===== src/rtl/seq_pkg.sv =====
package seq_pkg;

    typedef enum logic [1:0] {
        SQ_IDLE = 2'd0,
        SQ_UP   = 2'd1,
        SQ_RUN  = 2'd2,
        SQ_DOWN = 2'd3
    } seq_st_t;

    typedef enum logic [2:0] {
        RL_OFF   = 3'd0,
        RL_DEP   = 3'd1,
        RL_DLY   = 3'd2,
        RL_RAMP  = 3'd3,
        RL_ON    = 3'd4,
        RL_DOWN  = 3'd5,
        RL_FAULT = 3'd6
    } rail_st_t;

    localparam logic [1:0] STAT_OFF   = 2'd0;
    localparam logic [1:0] STAT_WAIT  = 2'd1;
    localparam logic [1:0] STAT_ON    = 2'd2;
    localparam logic [1:0] STAT_FAULT = 2'd3;

endpackage


===== src/rtl/seq_rail_ctrl.sv =====
module seq_rail_ctrl
    import seq_pkg::*;
#(
    parameter int CNT_W = 16
) (
    input  logic             clk,
    input  logic             rst_n,
    input  logic             tick,
    input  logic             go_up,
    input  logic             go_down,
    input  logic             active,
    input  logic             deps_ok,
    input  logic             pg,
    input  logic             abort,
    input  logic [CNT_W-1:0] on_dly,
    input  logic [CNT_W-1:0] off_dly,
    input  logic [CNT_W-1:0] pg_tmo,
    output logic             en,
    output logic [1:0]       status,
    output logic             own_fail,
    output logic             fault_evt,
    output logic             settled,
    output logic             is_off
);

    rail_st_t         st, st_nx;
    logic [CNT_W-1:0] cnt, cnt_nx, cnt_inc;

    assign cnt_inc = cnt + {{(CNT_W-1){1'b0}}, tick};

    // next-state logic
    always_comb begin
        st_nx    = st;
        cnt_nx   = cnt;
        own_fail = 1'b0;
        unique case (st)
            RL_OFF: ;
            RL_DEP: begin
                if (deps_ok) begin
                    st_nx  = RL_DLY;
                    cnt_nx = '0;
                end else if (cnt >= pg_tmo) begin
                    st_nx    = RL_FAULT;
                    own_fail = 1'b1;
                end else begin
                    cnt_nx = cnt_inc;
                end
            end
            RL_DLY: begin
                if (cnt >= on_dly) begin
                    st_nx  = RL_RAMP;
                    cnt_nx = '0;
                end else begin
                    cnt_nx = cnt_inc;
                end
            end
            RL_RAMP: begin
                if (pg) begin
                    st_nx = RL_ON;
                end else if (cnt >= pg_tmo) begin
                    st_nx    = RL_FAULT;
                    own_fail = 1'b1;
                end else begin
                    cnt_nx = cnt_inc;
                end
            end
            RL_ON: ;
            RL_DOWN: begin
                if (cnt >= off_dly) st_nx = RL_OFF;
                else                cnt_nx = cnt_inc;
            end
            RL_FAULT: ;
            default: st_nx = RL_OFF;
        endcase
        if (active && abort &&
            (st inside {RL_DEP, RL_DLY, RL_RAMP, RL_ON}))
            st_nx = RL_FAULT;
        if (go_up) begin
            st_nx    = RL_DEP;
            cnt_nx   = '0;
            own_fail = 1'b0;
        end
        if (go_down) begin
            st_nx    = (st inside {RL_RAMP, RL_ON}) ? RL_DOWN : RL_OFF;
            cnt_nx   = '0;
            own_fail = 1'b0;
        end
    end

    // state register
    always_ff @(posedge clk) begin
        if (!rst_n) begin
            st  <= RL_OFF;
            cnt <= '0;
        end else begin
            st  <= st_nx;
            cnt <= cnt_nx;
        end
    end

    // outputs
    always_comb begin
        en        = st inside {RL_RAMP, RL_ON, RL_DOWN};
        settled   = st inside {RL_ON, RL_FAULT};
        is_off    = (st == RL_OFF);
        fault_evt = (st_nx == RL_FAULT) && (st != RL_FAULT);
        unique case (st)
            RL_OFF:                  status = STAT_OFF;
            RL_DEP, RL_DLY, RL_RAMP: status = STAT_WAIT;
            RL_ON, RL_DOWN:          status = STAT_ON;
            RL_FAULT:                status = STAT_FAULT;
            default:                 status = STAT_OFF;
        endcase
    end

    a_r4_down_entry: assert property (@(posedge clk) disable iff (!rst_n)
        go_down |=> (st inside {RL_OFF, RL_DOWN}));

    a_r8_abort_faults: assert property (@(posedge clk) disable iff (!rst_n)
        (active && abort && !go_down && !go_up &&
         (st inside {RL_DEP, RL_DLY, RL_RAMP, RL_ON})) |=> (st == RL_FAULT));

    a_r3_no_tick_stall: assert property (@(posedge clk) disable iff (!rst_n)
        (!tick && !go_down && !abort && st == RL_DLY && cnt < on_dly)
            |=> $stable(cnt));

endmodule


===== src/rtl/seq_fault_groups.sv =====
module seq_fault_groups #(
    parameter int N_RAILS  = 4,
    parameter int N_GROUPS = 2
) (
    input  logic                         clk,
    input  logic                         rst_n,
    input  logic                         clear,
    input  logic                         active,
    input  logic [N_RAILS-1:0]           own_fail,
    input  logic [N_RAILS*N_GROUPS-1:0]  rail_grp,
    input  logic [N_GROUPS-1:0]          share_map,
    input  logic                         fshare_in,
    output logic [N_RAILS-1:0]           rail_abort,
    output logic                         drive_low
);

    logic [N_GROUPS-1:0] grp_own, grp_ext, grp_fault;

    for (genvar g = 0; g < N_GROUPS; g++) begin : g_grp
        logic [N_RAILS-1:0] members;
        for (genvar i = 0; i < N_RAILS; i++) begin : g_mem
            assign members[i] = rail_grp[i*N_GROUPS + g];
        end

        always_ff @(posedge clk) begin
            if (!rst_n || clear) begin
                grp_own[g] <= 1'b0;
                grp_ext[g] <= 1'b0;
            end else begin
                grp_own[g] <= grp_own[g] | (active & (|(own_fail & members)));
                grp_ext[g] <= grp_ext[g] | (active & share_map[g] & ~fshare_in);
            end
        end

        a_r10_ext_latch: assert property (@(posedge clk) disable iff (!rst_n)
            (active && !clear && share_map[g] && !fshare_in) |=> grp_ext[g]);
    end

    assign grp_fault = grp_own | grp_ext;
    assign drive_low = |(grp_own & share_map);

    for (genvar i = 0; i < N_RAILS; i++) begin : g_abort
        assign rail_abort[i] = |(grp_fault & rail_grp[i*N_GROUPS +: N_GROUPS]);
    end

endmodule


===== src/rtl/rail_sequencer.sv =====
module rail_sequencer
    import seq_pkg::*;
#(
    parameter int N_RAILS  = 4,
    parameter int N_GROUPS = 2,
    parameter int CNT_W    = 16
) (
    input  logic                         clk,
    input  logic                         rst_n,
    input  logic                         tick,
    input  logic                         cmd_on,
    input  logic                         cmd_off,
    input  logic [N_RAILS-1:0]           pg,
    input  logic [N_RAILS*CNT_W-1:0]     cfg_on_dly,
    input  logic [N_RAILS*CNT_W-1:0]     cfg_off_dly,
    input  logic [N_RAILS*CNT_W-1:0]     cfg_pg_tmo,
    input  logic [N_RAILS*N_RAILS-1:0]   cfg_dep,
    input  logic [N_RAILS*N_GROUPS-1:0]  cfg_grp,
    input  logic [N_GROUPS-1:0]          cfg_share_map,
    input  logic [N_RAILS-1:0]           fault_clr,
    input  logic                         fshare_in,
    output logic                         fshare_drive,
    output logic [N_RAILS-1:0]           rail_en,
    output logic [2*N_RAILS-1:0]         rail_status,
    output logic [N_RAILS-1:0]           fault_sticky,
    output logic [1:0]                   seq_state
);

    seq_st_t            state, state_nx;
    logic               go_up, go_down, active, idle;
    logic [N_RAILS-1:0] settled, is_off, own_fail, fault_evt, rail_abort;
    logic               all_settled, all_off, drive_low;

    assign all_settled = &settled;
    assign all_off     = &is_off;

    // next-state logic
    always_comb begin
        state_nx = state;
        unique case (state)
            SQ_IDLE: if (cmd_on)           state_nx = SQ_UP;
            SQ_UP:   if (cmd_off)          state_nx = SQ_DOWN;
                     else if (all_settled) state_nx = SQ_RUN;
            SQ_RUN:  if (cmd_off)          state_nx = SQ_DOWN;
            SQ_DOWN: if (all_off)          state_nx = SQ_IDLE;
            default:                       state_nx = SQ_IDLE;
        endcase
    end

    // state register
    always_ff @(posedge clk) begin
        if (!rst_n) state <= SQ_IDLE;
        else        state <= state_nx;
    end

    // outputs and rail controls
    always_comb begin
        idle         = (state == SQ_IDLE);
        active       = (state == SQ_UP) || (state == SQ_RUN);
        go_up        = idle && cmd_on;
        go_down      = active && cmd_off;
        fshare_drive = !idle && drive_low;
        seq_state    = state;
    end

    always_ff @(posedge clk) begin
        if (!rst_n) fault_sticky <= '0;
        else        fault_sticky <= (fault_sticky & ~fault_clr) | fault_evt;
    end

    for (genvar i = 0; i < N_RAILS; i++) begin : g_rail
        logic dep_ok;
        assign dep_ok = &(~cfg_dep[i*N_RAILS +: N_RAILS] | pg);

        seq_rail_ctrl #(.CNT_W(CNT_W)) u_rail (
            .clk       (clk),
            .rst_n     (rst_n),
            .tick      (tick),
            .go_up     (go_up),
            .go_down   (go_down),
            .active    (active),
            .deps_ok   (dep_ok),
            .pg        (pg[i]),
            .abort     (rail_abort[i]),
            .on_dly    (cfg_on_dly[i*CNT_W +: CNT_W]),
            .off_dly   (cfg_off_dly[i*CNT_W +: CNT_W]),
            .pg_tmo    (cfg_pg_tmo[i*CNT_W +: CNT_W]),
            .en        (rail_en[i]),
            .status    (rail_status[2*i +: 2]),
            .own_fail  (own_fail[i]),
            .fault_evt (fault_evt[i]),
            .settled   (settled[i]),
            .is_off    (is_off[i])
        );

        a_r12_set_wins: assert property (@(posedge clk) disable iff (!rst_n)
            fault_evt[i] |=> fault_sticky[i]);
    end

    seq_fault_groups #(.N_RAILS(N_RAILS), .N_GROUPS(N_GROUPS)) u_groups (
        .clk        (clk),
        .rst_n      (rst_n),
        .clear      (idle),
        .active     (active),
        .own_fail   (own_fail),
        .rail_grp   (cfg_grp),
        .share_map  (cfg_share_map),
        .fshare_in  (fshare_in),
        .rail_abort (rail_abort),
        .drive_low  (drive_low)
    );

    a_r1_idle_quiet: assert property (@(posedge clk) disable iff (!rst_n)
        (state == SQ_IDLE) |-> (rail_en == '0));

    a_r5_on_ignored: assert property (@(posedge clk) disable iff (!rst_n)
        (state == SQ_DOWN) |=> (state inside {SQ_DOWN, SQ_IDLE}));

    a_r13_run_settled: assert property (@(posedge clk) disable iff (!rst_n)
        (state == SQ_RUN) |-> all_settled);

endmodule


===== config.mk =====
export PLATFORM = sky130hd
export DESIGN_NAME = rail_sequencer
export DESIGN_NICKNAME = d
export VERILOG_FILES = /design/src/rtl/seq_pkg.sv /design/src/rtl/seq_rail_ctrl.sv /design/src/rtl/seq_fault_groups.sv /design/src/rtl/rail_sequencer.sv
export SDC_FILE = /design/constraint.sdc
export NUM_CORES = 1
export LEC_CHECK = 0
export ABC_AREA = 1
export BUFFER_PORTS_ARGS = -buffer_cell sky130_fd_sc_hd__buf_2
export CAP_MARGIN = 20
export CORE_MARGIN = 1
export CORE_UTILIZATION = 62
export CTS_CLUSTER_SIZE = 12
export DETAILED_ROUTE_END_ITERATION = 16
export PLACE_DENSITY = 0.93
export SLEW_MARGIN = 25
export SYNTH_ARGS = -nofsm -noshare
export SYNTH_HDL_FRONTEND = slang
export SYNTH_SLANG_ARGS = --single-unit
export TNS_END_PERCENT = 5

===== constraint.sdc =====
create_clock -name clk -period 3.6 [get_ports clk]
set_input_delay 0.18 -clock clk [delete_from_list [all_inputs] [get_ports clk]]
set_output_delay 0.18 -clock clk [all_outputs]
set_load 0.03 [all_outputs]

==> results of run 1 <==
cell families (layout without fill, tap and decap cells):
kind of cell / Yosys count / after routing
other: 0 / 2
adder cells (fa/ha/maj): 204 / 204
AO/OA/AOI/OAI: 429 / 429
flip-flops: 86 / 86
AND/OR/NAND/NOR: 851 / 851
buffers and inverters: 437 / 666
XOR/XNOR: 43 / 43
cell usage after synthesis (all sizes together), types with 14 or more instances:
master	number
nand2	444
a31oi	15
nor2	222
xor2	40
buf	33
o211ai	18
o21ai	230
dfxtp	86
clkbuf	14
ha	204
inv	390
nand4	35
nor3	40
nand3	90
a21oi	142
power breakdown:
group	switching (uW)	internal, uW	total [uW]
clock network	415	576	991
logic	2590	1470	4060
registers	526	1200	1730
total	3530	3240	6770
flip-flops by register name, indices dropped and copies added (netlist names):
signal	count
u_groups.grp_ext	2
g_rail.u_rail.cnt	64
g_rail.u_rail.st	12
u_groups.grp_own	2
seq_state	2
fault_sticky	4
metal layers:
metal	vias up	share of wire, %
met5	-	0.037
met4	2	3.5
met3	106	8.0
met2	616	48
met1	6256	41
li1	7120	-
cell usage in the layout, fill, tap and decap left out, types with 4 or more instances in the layout:
cell type	netlist	layout
nand3_1	86	86
o211ai_1	18	18
ha_1	204	204
a21oi_1	140	140
buf_4	9	10
o21a_1	8	8
nor2_2	7	6
nand4_1	35	35
nor3_1	34	34
o22ai_1	5	5
xor2_1	40	40
inv_1	371	371
nand2_1	440	440
o21ai_0	210	210
nor4_1	4	4
a31oi_1	15	15
inv_2	17	17
clkbuf_16	0	9
or2_1	8	8
buf_2	21	250
nor2_1	211	211
o21ai_1	18	18
nor3_2	6	6
dfxtp_1	86	86
nor2_4	4	5
worst max-delay path by stage:
stage	from	to	slack (ns)	depth (start not counted)
global placement	seq_state[0]$_SDFFE_PN0P_	fault_sticky[3]$_SDFF_PN0_	0.72	10
CTS	seq_state[0]$_SDFFE_PN0P_	fault_sticky[3]$_SDFF_PN0_	0.67	10
detailed placement	seq_state[0]$_SDFFE_PN0P_	fault_sticky[3]$_SDFF_PN0_	0.69	10
finish	seq_state[0]$_SDFFE_PN0P_	fault_sticky[3]$_SDFF_PN0_	0.65	10
global route	g_rail[0].u_rail.cnt[3]$_SDFFE_PP0P_	g_rail[0].u_rail.cnt[11]$_SDFFE_PP0P_	0.47	16
floorplan	seq_state[0]$_SDFFE_PN0P_	g_rail[2].u_rail.cnt[6]$_SDFFE_PP0P_	1.42	10
area by class of cell:
class	count	share of cell area, %
Multi-Input combinational cell	1527	63.3
Timing Repair Buffer	260	9.45
Clock buffer	13	1.85
Inverter	390	10.5
Sequential cell	86	12.3
Clock inverter	3	0.303
Antenna cell	2	0.0357
Tap cell	265	2.36
per-stage QoR:
step	worst slack, ns	instances	power [uW]
floorplan	1.42	2050	4640
global placement	0.725	2528	5470
detailed placement	0.694	2528	5690
CTS	0.673	2544	6690
global route	0.469	2544	7450
finish	0.652	2546	6770
worst min-delay path: cells and delay by family:
family / cells / cell delay (ns)
AND/OR/NAND/NOR: 2 / 0.14
buffers and inverters: 1 / 0.07
==> impl_metrics.tcl, run 1 <==
set metrics [dict create \
    place_area_um2 13700 \
    seq_area_um2 1720 \
    synth_compound_area_share_pct 18.6 \
    postCtsSetupBuffers 0 \
    synthFlopType "dfxtp_1" \
    worstPathMaxFanout 29 \
    leakage_uw 0.00803 \
    synth-seq-area-share_pct 14.0 \
    holdPathEnd "fault_sticky[3]$_SDFF_PN0_" \
    grt_first_pass_wirelength_mm 57.2 \
    reg2reg_from "seq_state[0]$_SDFFE_PN0P_" \
    min_path_cells 3 \
    crit_chain "inv_1, ha_1, nand2_2, nand2_1, nor2_4, buf_4, o21ai_1, nand2_1, nand2_1, nand2_1" \
    tightestPinTransition_ns 0.787 \
    synth_area_per_cell_um2 6.01 \
    outcome "finished, final reports clean" \
    path_common_cell "nand2_1" \
    final_design_area_no_fill_um2 14000 \
    die_y_um 143 \
    post-route-period-util_pct 81.9 \
    syn2layout_area_growth_pct 13.9 \
    grt_pass1_vias 12895 \
    totalWireLength_mm 35.3 \
    synth_area_leaders "ha_1 (21%), dfxtp_1 (14%), nand2_1 (13%)" \
    holdBufCountCts 0 \
    crit_buf_inv 2 \
    vias 14100 \
    cp_slowest_stage_delay_ns 0.71 \
    hold_ws_ns 0.0864 \
    n_fill_cell 1611 \
    fmax_mhz 339 \
    postLayoutCoreUtil_pct 72.1 \
    port_buffers 250 \
    gp_congestion 0.959 \
    antenna_found_initial 3 \
    cts.clk_slew.worst_paths_ns 0.06 \
    rows 51 \
    grt.total_usage_pct 34.4 \
    antenna_left 0 \
    synth.cell_area_um2 12300 \
    drive_above_1_share_pct 14.4 \
    die-area_um2 20400 \
    hp-start "fault_clr[3]" \
    synthAdderAreaFrac_pct 20.7 \
    yosysWarnings 0 \
    synth.distinct_cells 48 \
    cts_sinks 86 \
    synth_top_family_by_area "simple AND/OR/NAND/NOR gates" \
    htree_levels 3 \
    cts.path.max_buffers 2 \
    met1_usage_pct 40.4 \
    crit_type "reg -> reg" \
    maxSlewViolCount 0 \
    end_kind "register" \
    remaining_drc_errors 0 \
    clk_latency_ns 0.36 \
    syn_nets 2486 \
    finalSetupTns_ns 0 \
    cts-root-buf "clkbuf_16" \
    grt_overflow_total 0 \
    initial_core_util_pct 63.3 \
    worst_ir_drop_vdd_mv 0.271 \
    wire_per_inst_um 13.8 \
    cts_buffers 9 \
    min_period_ns 2.95 \
    hold_viol 0 \
    max_cap_viol_count 0 \
    hp-class "in -> reg" \
    finalSetupViolCount 0 \
    cp.required_ns 3.90 \
    cts_resized 0 \
    drtIter0Drc 1172 \
    synthMuxAreaShare_pct 0 \
    core_um2 19500 \
    final_nets 2710 \
    reg2regPathDepth 10 \
    first_pass_iters 6 \
    place_hpwl_mm 28.0 \
    r2r-end "fault_sticky[3]$_SDFF_PN0_" \
    startpoint_type "register" \
    met2_usage_pct 60.6 \
    synth_top_area_share_pct 20.7 \
    top_usage_layer "met2" \
    cts_tree "done" \
    rsz0062_at_grt "false" \
    crit_family "simple AND/OR/NAND/NOR gates" \
    viasPerCell 5.54 \
    synth_edf_count 0 \
    multiInputGateArea_um2 8880 \
    synthSimpleGateAreaFrac_pct 29.6 \
    slew_headroom_pct 47.4 \
    fin_skew_ns 0.00905 \
    grt_max_degree 33 \
    powerDensity_nw_per_um2 483 \
    cp_slowest_cell "nor2_4" \
    pin_count 251 \
    syn_inst 2050 \
    yosysTopAreaCell "ha_1" \
    use_met3_pct 6.54 \
    r2r_slack_ns 0.65 \
    synth_seq_cells 86 \
    die_w_um 143 \
    async_flop_share_pct 0 \
    cp_data_arrival_time_ns 3.25 \
    synth_xor_area_share_pct 3.06 \
]
No activity file was read; power rests on OpenSTA's default activity.
==> run 2, diff against run 1 <==
Settings changed: CORE_UTILIZATION 62 to 52, PLACE_DENSITY 0.93 to 0.83.
Clock period 3.6 ns to 2.4 ns, I/O delays scaled along.
==> run 2 against run 1 <==
Net effect:
- largest power group unchanged
- final area increased by 4.3%
- clock-buffer cell count decreased by 1
- final cell count increased by 4.1%
- clock skew decreased by 0.00059 ns
- via count increased by 0.61%
- first-iteration DRC count decreased by 19%
- sequential power increased by 38%
- register-to-register slack got worse by 0.54 ns
- core utilization decreased by 8.2 points
- largest cell class unchanged
- highest routed layer unchanged
- routed wire length increased by 3.8%
- die area increased by 19%
- critical path type unchanged
==> impl_metrics.tcl, run 2 (same netlist as run 1, synthesis figures left out) <==
set metrics [dict create \
    outcome "finished, final reports clean" \
    placed_cells 2630 \
    largest_reg_flops 64 \
    cp.required_ns 2.65 \
    hp-class "in -> reg" \
    worstPathMaxFanout 29 \
    cts.clk_slew.worst_paths_ns 0.07 \
    rows 55 \
    powerDensity_nw_per_um2 733 \
    gp_congestion 0.944 \
    finalSetupViolCount 0 \
    rsz0062_at_grt "true" \
    top_register "g_rail.u_rail.cnt" \
    port_buffers 250 \
    antenna_left 0 \
    hold_viol 0 \
    reg_top3 "g_rail.u_rail.cnt (64), g_rail.u_rail.st (12), fault_sticky (4)" \
    vias 14186 \
    final_cell_mix "nand2_1 (439), inv_1 (369), buf_2 (250)" \
    pin_count 251 \
    cts-root-buf "clkbuf_16" \
    stdcell_count 2650 \
    die_y_um 156 \
    cts_tree "done" \
    layout_commonest_cell "nand2_1" \
    antenna_found_initial 8 \
    end_kind "register" \
    drive_above_1_share_pct 17.5 \
    holdBufCountCts 0 \
    wire_per_inst_um 13.8 \
    maxSlewViolCount 0 \
    max_cap_viol_count 0 \
    drtIter0Drc 954 \
    postCtsSetupBuffers 0 \
    grt_overflow_total 0 \
    htree_levels 3 \
    die_w_um 156 \
    die-area_um2 24300 \
    leakage_uw 0.00833 \
    first_pass_iters 6 \
    cts_sinks 86 \
    fmax_mhz 438 \
    grt_max_degree 52 \
    remaining_drc_errors 0 \
    viasPerCell 5.35 \
    tightestPinTransition_ns 0.587 \
    cts_resized 0 \
    min_period_ns 2.28 \
    startpoint_type "register" \
    final_nets 2764 \
    clk_latency_ns 0.35 \
    fin_skew_ns 0.00846 \
    grt_first_pass_wirelength_mm 59.1 \
    cts_buffers 9 \
    crit_type "reg -> reg" \
    totalWireLength_mm 36.6 \
    grt_pass1_vias 13256 \
    syn2layout_area_growth_pct 18.8 \
    cp_data_arrival_time_ns 2.53 \
    place_hpwl_mm 29.4 \
    cts.path.max_buffers 2 \
    worst_ir_drop_vdd_mv 0.438 \
    slew_headroom_pct 60.5 \
    initial_core_util_pct 53.8 \
    postLayoutCoreUtil_pct 63.9 \
    core_um2 22900 \
    grt.total_usage_pct 29.7 \
    post-route-period-util_pct 95.2 \
]
run 2: metrics by stage:
step	hold slack [ns]	setup slack (ns)	TNS, ns	power (uW)	instance area [um^2]
floorplan	0.258	0.220	0	6970	12300
global placement	0.382	0.119	0	8750	14200
detailed placement	0.385	0.0600	0	9070	14200
CTS	0.0110	0.0427	0	10600	14500
global route	0.0246	-0.0472	-0.109	11800	14600
finish	0.0160	0.116	0	10700	14600
run 2: power by group:
part / total (uW) / switching [uW] / internal [uW]
Sequential: 2390 / 572 / 1820
Clock: 1470 / 633 / 832
Combinational: 6870 / 4240 / 2620
run 2: path summary, 6_finish.rpt:
| check | startpoint | endpoint | slack (ns) | cells past startpoint |
|---|---|---|---|---|
| min reg2reg | fault_sticky[0]$_SDFF_PN0_ | fault_sticky[0]$_SDFF_PN0_ | 0.48 | 2 |
| max | g_rail[3].u_rail.cnt[9]$_SDFFE_PP0P_ | g_rail[3].u_rail.cnt[10]$_SDFFE_PP0P_ | 0.12 | 12 |
| max reg2reg | g_rail[3].u_rail.cnt[9]$_SDFFE_PP0P_ | g_rail[3].u_rail.cnt[10]$_SDFFE_PP0P_ | 0.12 | 12 |
| min | fault_clr[3] | fault_sticky[3]$_SDFF_PN0_ | 0.02 | 3 |
run 2: final cells by class:
| class | count | area [um^2] |
|---|---|---|
| Antenna cell | 5 | 12.5 |
| Clock buffer | 12 | 246 |
| Clock inverter | 3 | 45.0 |
| Fill cell | 2159 | 8280 |
| Inverter | 390 | 1480 |
| Multi-Input combinational cell | 1527 | 8930 |
| Sequential cell | 86 | 1740 |
| Tap cell | 313 | 392 |
| Timing Repair Buffer | 314 | 1790 |
run 2: critical path, stage by stage (launching register included):
cell and delay [ns]:
dfxtp_1 0.32, buf_4 0.16, ha_1 0.29, nand2_1 0.09
nor4_4 0.38, nand2_1 0.17, nand3_4 0.16, buf_12 0.18
nand2_1 0.06, o21ai_0 0.09, o21ai_0 0.11, nor2_1 0.11
nor2_1 0.04
run 2: per-layer routing:
metal | track usage, % | wire length (um) | vias to the layer above
met2 | 52.4 | 17200 | 526
li1 | - | - | 7234
met4 | 10.5 | 974 | 4
met3 | 5.47 | 2890 | 81
met1 | 35.8 | 15500 | 6341
met5 | 0 | 27 | -
==> run 3, diff against run 2 <==
Settings changed: REMOVE_ABC_BUFFERS set to 1.
==> run 3 against run 2 <==
Net effect:
- core utilization decreased by 0.16 points
- clock power increased by 6%
- global-route usage increased by 0.35 points
- sequential share of layout area about the same
- setup slack improved by 0.046 ns
- sequential cell count unchanged
- non-clock buffer count decreased by 5
- routed wire length increased by 0.53%
- via count decreased by 0.59%
- total power increased by 0.33%
- die area unchanged
- critical path depth decreased by 1
- largest cell class unchanged
- largest power group unchanged
==> impl_metrics.tcl, run 3 (same netlist as run 1, synthesis figures left out) <==
set metrics [dict create \
    outcome "finished, final reports clean" \
    remaining_drc_errors 0 \
    max_cap_viol_count 0 \
    wire_per_inst_um 13.9 \
    first_pass_iters 6 \
    htree_levels 3 \
    use_met3_pct 4.39 \
    met2_usage_pct 52.5 \
    top_usage_layer "met2" \
    hp-class "in -> reg" \
    antenna_left 0 \
    syn2layout_area_growth_pct 18.4 \
    crit_buf_inv 1 \
    reg_top3 "g_rail.u_rail.cnt (64), g_rail.u_rail.st (12), fault_sticky (4)" \
    cp_data_arrival_time_ns 2.48 \
    final_nets 2759 \
    cp_slowest_stage_delay_ns 0.40 \
    cts_buffers 9 \
    worst_ir_drop_vdd_mv 0.380 \
    initial_core_util_pct 53.8 \
    antenna_found_initial 4 \
    rsz0062_at_grt "true" \
    grt_max_degree 35 \
    maxSlewViolCount 0 \
    fin_skew_ns 0.00650 \
    place_ws_ns 0.118 \
    die_w_um 156 \
    final_design_area_no_fill_um2 14600 \
    min_period_ns 2.24 \
    fmax_mhz 447 \
    setup_ws_ns 0.162 \
    crit_chain "ha_1, nand4_1, nor3_1, nand3_1, nand3_1, nand2_1, o211ai_1, nor2_1, buf_4, o21ai_0, nor2_1" \
    slew_headroom_pct 67.1 \
    core_um2 22900 \
    hold_viol 0 \
    startpoint_type "register" \
    reg2regPathDepth 11 \
    drive_above_1_share_pct 17.3 \
    largest_reg_flops 64 \
    tightestPinTransition_ns 0.491 \
    finalSetupViolCount 0 \
    die_y_um 156 \
    cp.required_ns 2.65 \
    drtIter0Drc 1127 \
    cp-endpoint "g_rail[1].u_rail.cnt[15]$_SDFFE_PP0P_" \
    cts.path.max_buffers 2 \
    final_cell_mix "nand2_1 (438), inv_1 (369), buf_2 (250)" \
    crit_path_start "g_rail[1].u_rail.cnt[8]$_SDFFE_PP0P_" \
    postLayoutCoreUtil_pct 63.7 \
    cp_slowest_cell "dfxtp_1" \
    grt.total_usage_pct 30.1 \
    reg2reg_from "g_rail[1].u_rail.cnt[8]$_SDFFE_PP0P_" \
    r2r-end "g_rail[1].u_rail.cnt[15]$_SDFFE_PP0P_" \
    cts.clk_slew.worst_paths_ns 0.07 \
    min_path_cells 4 \
    top_register "g_rail.u_rail.cnt" \
    post-route-period-util_pct 93.3 \
    place_area_um2 14200 \
    grt_overflow_total 0 \
    powerDensity_nw_per_um2 737 \
    crit_family "simple AND/OR/NAND/NOR gates" \
    pin_count 251 \
    port_buffers 250 \
    totalWireLength_mm 36.8 \
    leakage_uw 0.00833 \
    gp_congestion 0.916 \
    viasPerCell 5.34 \
    cts_tree "done" \
    cp.depth 11 \
    place_hpwl_mm 29.5 \
    die-area_um2 24300 \
    cts_sinks 86 \
    r2r_slack_ns 0.16 \
    grt_pass1_vias 13089 \
    grt_first_pass_wirelength_mm 59.8 \
    met1_usage_pct 37.3 \
    crit_type "reg -> reg" \
    rows 55 \
    worstPathMaxFanout 14 \
    end_kind "register" \
    clk_latency_ns 0.35 \
    vias 14102 \
    hold_ws_ns 0.0155 \
    layout_commonest_cell "nand2_1" \
    cts-root-buf "clkbuf_16" \
]
[run 3: how the worst min path moves through the flow]
stage / startpoint / end / slack, ns
final: fault_clr[2] / fault_sticky[2]$_SDFF_PN0_ / 0.02
after global routing: fault_clr[2] / fault_sticky[2]$_SDFF_PN0_ / 0.04
after CTS: fault_clr[2] / fault_sticky[2]$_SDFF_PN0_ / 0.01
after detailed placement: fault_clr[2] / fault_sticky[2]$_SDFF_PN0_ / 0.39
after global placement: fault_clr[2] / fault_sticky[2]$_SDFF_PN0_ / 0.38
after floorplan: rst_n / seq_state[0]$_SDFFE_PN0P_ / 0.26
[run 3: tightest hold or removal path, delay by kind of cell]
family	cells	cell delay (ns)
AOI/OAI and AO/OA	1	0.05
buffers and inverters	2	0.10
and+or+nand+nor	1	0.04
[run 3: final cells by class]
cell class,instances,area (um^2)
multi-input cells,1527,8910
fillers,2149,8320
repair buffers,309,1750
flip-flops and latches,86,1740
inverters,390,1480
well taps,313,392
clock buffers,14,284
clock inverters,2,37.5
diodes,2,5.00
[run 3: what timing repair did]
item	CTS	global route
resized for setup	0	37
hold buffers	0	0
endpoints found under the setup margin	0	51
buffers inserted	0	0
[run 3: report_power, final]
group / internal [uW] / switching [uW]
clock network: 923 / 636
logic: 2570 / 4190
registers: 1820 / 617
[run 3: per-layer routing]
layer / part of all wire (%) / vias to the layer above
li1: - / 7216
met1: 43 / 6285
met2: 47 / 523
met3: 6.5 / 74
met4: 2.7 / 4
met5: 0.062 / -
[run 3: per-stage QoR]
stage,TNS (ns),power [uW],instances
2_1_floorplan,-26.82,6770,2003
3_3_place_gp,0,8730,2625
3_5_place_dp,0,9010,2625
4_1_cts,0,10600,2641
5_1_grt,-0.0644,11900,2643
6_report,0,10800,2643
